===== src/rtl/pic_pkg.sv =====
// Shared constants and types of the interrupt controller.
// Assumes 8-bit register ports; the bit positions are fixed by the command encoding.
package pic_pkg;
    localparam int DATA_W      = 8;
    localparam int CMD_INIT_B  = 4;   // start-of-setup marker
    localparam int CMD_OCW3_B  = 3;   // readback-select marker
    localparam int START_IC4_B = 0;   // final setup word follows
    localparam int START_SNG_B = 1;   // single mode, no cascade word
    localparam int RDSEL_EN_B  = 1;   // readback selection enable
    localparam int RDSEL_ISR_B = 0;   // 1: in-service, 0: request
    localparam logic [2:0] EOI_SPECIFIC = 3'b011;

    typedef enum logic [1:0] {
        ST_RUN  = 2'd0,
        ST_BASE = 2'd1,
        ST_CASC = 2'd2,
        ST_LAST = 2'd3
    } setup_st_e;
endpackage


===== src/rtl/pic_prio.sv =====
// Fixed-priority resolver: the lowest set index wins.
// Assumes N is a power of two no larger than 2**LVL_W.
module pic_prio #(
    parameter int N     = 8,
    parameter int LVL_W = $clog2(N)
) (
    input  logic [N-1:0]     req_i,
    output logic             any_o,
    output logic [LVL_W-1:0] idx_o
);
    // Scan from the top down so the lowest set index is left in idx_o.
    always_comb begin
        any_o = |req_i;
        idx_o = '0;
        for (int i = N - 1; i >= 0; i--) begin
            if (req_i[i]) idx_o = LVL_W'(i);
        end
    end
endmodule


===== src/rtl/pic_cfg.sv =====
// Register-port decoder of one core: setup sequence, mask, readback selection,
// end-of-service decode. Assumes single-cycle write strobes.
module pic_cfg
    import pic_pkg::*;
#(
    parameter int N     = 8,
    parameter int LVL_W = $clog2(N)
) (
    input  logic              clk,
    input  logic              rst_n,
    input  logic              wr_i,
    input  logic              a0_i,
    input  logic [DATA_W-1:0] wdata_i,
    output logic [DATA_W-1:0] base_o,
    output logic [DATA_W-1:0] cas_o,
    output logic [N-1:0]      imr_o,
    output logic              rd_isr_o,
    output logic              init_o,
    output logic              eoi_o,
    output logic [LVL_W-1:0]  eoi_lvl_o
);
    localparam logic [DATA_W-1:0] BASE_MASK = ~DATA_W'((1 << LVL_W) - 1);

    setup_st_e         st_q;
    logic              need_last_q;
    logic              single_q;
    logic [DATA_W-1:0] cas_q;
    logic              cmd_wr;
    logic              data_wr;

    assign cmd_wr    = wr_i && !a0_i;
    assign data_wr   = wr_i && a0_i;
    assign init_o    = cmd_wr && wdata_i[CMD_INIT_B];
    assign eoi_o     = cmd_wr && !wdata_i[CMD_INIT_B] && !wdata_i[CMD_OCW3_B]
                       && (wdata_i[7:5] == EOI_SPECIFIC);
    assign eoi_lvl_o = wdata_i[LVL_W-1:0];
    assign cas_o     = single_q ? '0 : cas_q;

    // Setup sequencer and configuration registers.
    always_ff @(posedge clk) begin
        if (!rst_n) begin
            st_q        <= ST_RUN;
            need_last_q <= 1'b0;
            single_q    <= 1'b0;
            cas_q       <= '0;
            base_o      <= '0;
            imr_o       <= '1;
            rd_isr_o    <= 1'b0;
        end else if (init_o) begin
            st_q        <= ST_BASE;
            need_last_q <= wdata_i[START_IC4_B];
            single_q    <= wdata_i[START_SNG_B];
            rd_isr_o    <= 1'b0;
        end else if (cmd_wr && wdata_i[CMD_OCW3_B] && wdata_i[RDSEL_EN_B]) begin
            rd_isr_o <= wdata_i[RDSEL_ISR_B];
        end else if (data_wr) begin
            unique case (st_q)
                ST_BASE: begin
                    base_o <= wdata_i & BASE_MASK;
                    if (!single_q)        st_q <= ST_CASC;
                    else if (need_last_q) st_q <= ST_LAST;
                    else                  st_q <= ST_RUN;
                end
                ST_CASC: begin
                    cas_q <= wdata_i;
                    st_q  <= need_last_q ? ST_LAST : ST_RUN;
                end
                ST_LAST: st_q <= ST_RUN;
                default: imr_o <= wdata_i[N-1:0];
            endcase
        end
    end
endmodule


===== src/rtl/pic_core.sv =====
// One eight-input controller core: edge latching, nested priority,
// two-pulse acknowledge, vector build. Non-slave cores keep a cascade
// level's request when its line falls. Assumes ack_i pulses come in pairs.
module pic_core
    import pic_pkg::*;
#(
    parameter int N        = 8,
    parameter bit IS_SLAVE = 1'b0,
    parameter int LVL_W    = $clog2(N)
) (
    input  logic              clk,
    input  logic              rst_n,
    input  logic              wr_i,
    input  logic              a0_i,
    input  logic [DATA_W-1:0] wdata_i,
    input  logic [N-1:0]      in_i,
    input  logic              ack_i,
    output logic              intr_o,
    output logic [LVL_W-1:0]  pick_o,
    output logic              phase_o,
    output logic [N-1:0]      isr_o,
    output logic [DATA_W-1:0] cas_o,
    output logic [DATA_W-1:0] rdata_o,
    output logic [DATA_W-1:0] vec_o,
    output logic              vv_o
);
    localparam logic [LVL_W-1:0] SPUR_LVL = LVL_W'(N - 1);

    logic [DATA_W-1:0] base;
    logic [N-1:0]      imr;
    logic              rd_isr;
    logic              init;
    logic              eoi;
    logic [LVL_W-1:0]  eoi_lvl;
    logic [N-1:0]      prev_q;
    logic [N-1:0]      irr_q;
    logic [N-1:0]      hold;
    logic [N-1:0]      nest;
    logic [N-1:0]      elig;
    logic              any;
    logic [LVL_W-1:0]  lvl_q;
    logic              spur_q;
    logic              first_ack;
    logic              second_ack;

    pic_cfg #(.N(N), .LVL_W(LVL_W)) i_cfg (
        .clk(clk), .rst_n(rst_n), .wr_i(wr_i), .a0_i(a0_i), .wdata_i(wdata_i),
        .base_o(base), .cas_o(cas_o), .imr_o(imr), .rd_isr_o(rd_isr),
        .init_o(init), .eoi_o(eoi), .eoi_lvl_o(eoi_lvl)
    );

    // A level is eligible only if nothing at or above its priority is in service.
    for (genvar i = 0; i < N; i++) begin : g_nest
        assign nest[i] = ~|isr_o[i:0];
    end

    // Only a primary core holds cascade requests; a secondary's word is an identity.
    if (IS_SLAVE) begin : g_hold_none
        assign hold = '0;
    end else begin : g_hold_cas
        assign hold = cas_o[N-1:0];
    end

    assign elig       = irr_q & ~imr & nest;
    assign first_ack  = ack_i && !phase_o;
    assign second_ack = ack_i && phase_o;
    assign intr_o     = any && !phase_o;
    assign rdata_o    = a0_i ? DATA_W'(imr) : DATA_W'(rd_isr ? isr_o : irr_q);

    pic_prio #(.N(N), .LVL_W(LVL_W)) i_prio (
        .req_i(elig), .any_o(any), .idx_o(pick_o)
    );

    // Input edge detector.
    always_ff @(posedge clk) begin
        if (!rst_n) prev_q <= '0;
        else        prev_q <= in_i;
    end

    // Request register: set on rising edge, dropped on a fallen line, taken at first ack.
    always_ff @(posedge clk) begin
        if (!rst_n || init) begin
            irr_q <= '0;
        end else begin
            irr_q <= ((irr_q | (in_i & ~prev_q)) & (in_i | hold))
                     & ~((first_ack && any) ? (N'(1) << pick_o) : '0);
        end
    end

    // In-service register: set at first ack, cleared by the specific end-of-service command.
    always_ff @(posedge clk) begin
        if (!rst_n || init) begin
            isr_o <= '0;
        end else begin
            isr_o <= (isr_o | ((first_ack && any) ? (N'(1) << pick_o) : '0))
                     & ~(eoi ? (N'(1) << eoi_lvl) : '0);
        end
    end

    // Acknowledge phase, frozen level and vector output.
    always_ff @(posedge clk) begin
        if (!rst_n || init) begin
            phase_o <= 1'b0;
            lvl_q   <= '0;
            spur_q  <= 1'b0;
            vec_o   <= '0;
            vv_o    <= 1'b0;
        end else begin
            vv_o <= second_ack;
            if (first_ack) begin
                phase_o <= 1'b1;
                lvl_q   <= pick_o;
                spur_q  <= !any;
            end
            if (second_ack) begin
                phase_o <= 1'b0;
                vec_o   <= base | DATA_W'(spur_q ? SPUR_LVL : lvl_q);
            end
        end
    end
endmodule


===== src/rtl/pic_pair.sv =====
// Primary/secondary controller pair: the secondary's interrupt feeds primary
// input CAS_LVL, and acknowledges of that level are routed to the secondary.
// Assumes one secondary, at CAS_LVL.
module pic_pair
    import pic_pkg::*;
#(
    parameter int N_IN    = 8,
    parameter int CAS_LVL = 2,
    parameter int LVL_W   = $clog2(N_IN)
) (
    input  logic              clk,
    input  logic              rst_n,
    input  logic [N_IN-1:0]   irq_m_i,
    input  logic [N_IN-1:0]   irq_s_i,
    input  logic              sel_slave_i,
    input  logic              a0_i,
    input  logic              wr_i,
    input  logic [DATA_W-1:0] wdata_i,
    output logic [DATA_W-1:0] rdata_o,
    input  logic              inta_i,
    output logic              intr_o,
    output logic [DATA_W-1:0] vec_o,
    output logic              vec_valid_o
);
    logic [N_IN-1:0]   m_in;
    logic [LVL_W-1:0]  m_pick, s_pick;
    logic              m_phase, s_phase;
    logic [N_IN-1:0]   m_isr, s_isr;
    logic [DATA_W-1:0] m_cas, s_cas;
    logic [DATA_W-1:0] m_rdata, s_rdata;
    logic [DATA_W-1:0] m_vec, s_vec;
    logic              m_vv, s_vv;
    logic              s_intr;
    logic              route_now;
    logic              route_q;
    logic              s_ack;

    // Primary inputs: the cascade level follows the secondary when configured.
    for (genvar k = 0; k < N_IN; k++) begin : g_min
        if (k == CAS_LVL) begin : g_cas
            assign m_in[k] = m_cas[k] ? s_intr : irq_m_i[k];
        end else begin : g_pin
            assign m_in[k] = irq_m_i[k];
        end
    end

    assign route_now = intr_o && m_cas[m_pick] && (m_pick == LVL_W'(CAS_LVL))
                       && (s_cas == DATA_W'(CAS_LVL));
    assign s_ack       = inta_i && (m_phase ? route_q : route_now);
    assign rdata_o     = sel_slave_i ? s_rdata : m_rdata;
    assign vec_o       = route_q ? s_vec : m_vec;
    assign vec_valid_o = m_vv;

    // Remember at the first acknowledge whether the secondary owns this interrupt.
    always_ff @(posedge clk) begin
        if (!rst_n)                  route_q <= 1'b0;
        else if (inta_i && !m_phase) route_q <= route_now;
    end

    pic_core #(.N(N_IN), .IS_SLAVE(1'b0), .LVL_W(LVL_W)) i_master (
        .clk(clk), .rst_n(rst_n), .wr_i(wr_i && !sel_slave_i), .a0_i(a0_i),
        .wdata_i(wdata_i), .in_i(m_in), .ack_i(inta_i), .intr_o(intr_o),
        .pick_o(m_pick), .phase_o(m_phase), .isr_o(m_isr), .cas_o(m_cas),
        .rdata_o(m_rdata), .vec_o(m_vec), .vv_o(m_vv)
    );

    pic_core #(.N(N_IN), .IS_SLAVE(1'b1), .LVL_W(LVL_W)) i_slave (
        .clk(clk), .rst_n(rst_n), .wr_i(wr_i && sel_slave_i), .a0_i(a0_i),
        .wdata_i(wdata_i), .in_i(irq_s_i), .ack_i(s_ack), .intr_o(s_intr),
        .pick_o(s_pick), .phase_o(s_phase), .isr_o(s_isr), .cas_o(s_cas),
        .rdata_o(s_rdata), .vec_o(s_vec), .vv_o(s_vv)
    );
endmodule


===== config.mk =====
export PLATFORM = sky130hd
export DESIGN_NAME = pic_pair
export DESIGN_NICKNAME = d
export VERILOG_FILES = /design/src/rtl/pic_pkg.sv /design/src/rtl/pic_prio.sv /design/src/rtl/pic_cfg.sv /design/src/rtl/pic_core.sv /design/src/rtl/pic_pair.sv
export SDC_FILE = /design/constraint.sdc
export NUM_CORES = 1
export LEC_CHECK = 0
export BUFFER_PORTS_ARGS = -buffer_cell sky130_fd_sc_hd__buf_4
export CORE_UTILIZATION = 30
export DETAILED_ROUTE_END_ITERATION = 8
export PLACE_DENSITY_LB_ADDON = 0.12
export SETUP_SLACK_MARGIN = 0.3
export SLEW_MARGIN = 20
export SYNTH_ARGS = -nofsm -noshare
export SYNTH_HDL_FRONTEND = slang
export SYNTH_SLANG_ARGS = --single-unit

===== constraint.sdc =====
create_clock -name clk -period 5.3 [get_ports clk]
set_input_delay 0.795 -clock clk [delete_from_list [all_inputs] [get_ports clk]]
set_output_delay 0.795 -clock clk [all_outputs]
set_load 0.01 [all_outputs]

==> run metrics <==
largest net degree at the start of global routing 39; Rows 49; leakage power 2.615 nW; Filler Cell Count 1858; final WL 16260 um; initial antenna violation count 0; vias in the first global route 4549; number of routed nets with antenna violations 0; Final Hold Viols 0; Placed Cells 880; clk_skew 0.008988 ns; CTS tree built; # Max-Cap Violations 0; CTS clk-pin slew, worst paths 0.06 ns; ANT cells 0; Layout Nets 700; Util after Layout 0.3729; area leader, netlist dfxtp_1; CTS max path bufs 2; worst skew pair latency 0.42 ns; Clock Power Share 0.494; Clock Sinks 128; drt wl/cell 17.87 um; max-slew violation count 0; post-synth net total 661; yosys synthesis warning count 0; Async S/R FF share, synth 0; via count 4588; Logic pwr share 0.076; I/O pin total 48; Clock Tree Root clkbuf_16; CTS Hold Buffers Added 0; Main synth FF type dfxtp_1; # DRC 0; class of the worst hold path reg2reg; initial DRC count 277; crit path time final 2.984 ns; critical path class reg2out; RSZ-0062 raised after global routing false; Least-Margin Pin Slew 0.9891 ns; area growth from synthesis to layout 20.04%; PostCTS Resize Cnt 0; cell count after synthesis 631; total global-route track usage 0.1758; CP Capture Type output port; Sw Pwr 0.5355 mW; Die X 139.3 um; maximum vdd ir drop 0.2094 mV; global-route wire length before repair 25670 um; postcts setup bufs 0; FF+latch count, synth 128; Slew headroom 0.3392; Seq/Total Area, Yosys 0.4530; CP Launch Type flop; initial core utilization 0.3107; # setup viols final 0; number of synthesized flops with an enable pin 0; Die Y-Extent 139.3 um; TNS Setup 0 ns; DP Wirelength 11760 um; Die Footprint 19410 um2; Peak Freq 0.3351 GHz; power per cell area 346.0 nW/um2; Worst Hold Slack 0.4544 ns; sequential group share of total power 0.430; most frequent cells in the layout 128 x dfxtp_1, 72 x nor2_1, 70 x nand2_1; CP Data Required Time 4.51 ns; CTS buffer count 17; H-tree level count 4; core area 18210 um2; synth unique cells 51; CP Data Arrival Time 2.19 ns; Finished Layout Cells 910; status finished clean; CP Max Fanout 7; main area contributors after synthesis dfxtp_1 45%, mux2i_1 6.2%, nor2_1 4.8%; Synth top area share 0.4530; final worst path period share 0.5631; Via density 5.042; layout cells sized above 1 0.1821; grt ovf 0; DRT Pass-1 Iters 6; port bufs 47; RD Place Congestion 0.8334; commonest non-fill, non-tap cell in the layout dfxtp_1; post-synthesis area per instance 8.965 um2; sw frac 0.2280; Int Power 1.814 mW; Syn Std Cell Area 5657 um2
-- worst max-delay path, cell delays in order (launching register included) --
cell and delay (ns):
dfxtp_1 0.35, or3_1 0.43, or3_1 0.39, a21oi_1 0.20
nor2_1 0.10, nor2_1 0.15, buf_4 0.15
-- Yosys cell counts, types with 4 or more instances --
cell type	n
and3_1	4
nor3b_1	9
nand2_1	70
a21o_1	5
a21oi_1	45
mux2_2	22
nand3_1	27
inv_1	16
nor2b_1	15
clkbuf_1	26
a31oi_1	5
mux4_2	8
nor3_1	24
dfxtp_1	128
or3_1	4
o21ai_0	15
nand2b_1	20
and2_1	13
nor4_1	7
nor2_1	72
or3b_2	4
mux2i_1	35
o21a_1	12
-- sequential cells by signal (all words and copies together) (netlist names), 3 cells and up --
register / count
i_master.isr_o: 8
i_master.i_cfg.imr_o: 8
i_slave.lvl_q: 3
i_slave.prev_q: 8
i_master.irr_q: 8
i_master.vec_o: 8
i_slave.irr_q: 8
i_master.i_cfg.base_o: 5
i_slave.vec_o: 8
i_slave.i_cfg.cas_q: 8
i_slave.i_cfg.base_o: 5
i_master.prev_q: 8
i_slave.isr_o: 8
i_master.i_cfg.cas_q: 8
i_slave.i_cfg.imr_o: 8
i_master.lvl_q: 3
-- through the flow --
stage          power [mW]  area (um2)  setup WS (ns)
6_report            2.349        6790          2.316
5_1_grt             2.442        6790          2.223
4_1_cts             2.375        6790          2.309
3_5_place_dp        1.210        6207          2.245
3_3_place_gp        1.207        6207          2.319
2_1_floorplan       1.130        5657          2.431
-- cell families (layout without fill, tap and decap cells) --
group,count (synthesis),count (layout),share of synthesized area
flops,128,128,0.4530
mux,65,65,0.1376
buf+inv,46,96,0.03097
compound gates,105,105,0.1181
simple gates,287,287,0.2603
-- power by group through the flow --
stage               registers, mW  logic, mW  clock network (mW)
floorplan                    1.02      0.109                   0
global placement             1.03      0.178                   0
detailed placement           1.03      0.181                   0
CTS                          1.01      0.182                1.18
global route                 1.01      0.196                1.23
finish                       1.01      0.179                1.16
-- worst paths after layout --
check                                         startpoint                end  cells past startpoint  slack (ns)
worst min register to register  i_master.i_cfg.base_o[3]  i_master.vec_o[3]                      2        0.45
worst max register to register         i_master.isr_o[0]   i_slave.isr_o[1]                      6        2.68
worst max-delay path                   i_master.isr_o[0]             intr_o                      6        2.32
worst min-delay path            i_master.i_cfg.base_o[3]  i_master.vec_o[3]                      2        0.45
-- routing by layer --
metal	up-vias	routed length [um]	GRT usage
met5	-	0	0
met4	0	217	0.05848
met3	14	753	0.04405
met2	91	7254	0.2735
met1	2184	8031	0.2366
li1	2299	-	-
-- layout make-up --
class | count | area, um2 | area share
Tap cell | 229 | 286.5 | 0.04220
Clock buffer | 25 | 505.5 | 0.07444
Timing Repair Buffer | 50 | 375.4 | 0.05528
Inverter | 16 | 60.06 | 0.008845
Clock inverter | 5 | 77.57 | 0.01142
Multi-Input combinational cell | 457 | 2923 | 0.4304
Sequential cell | 128 | 2562 | 0.3774
Power figures use the tool's default switching activity.
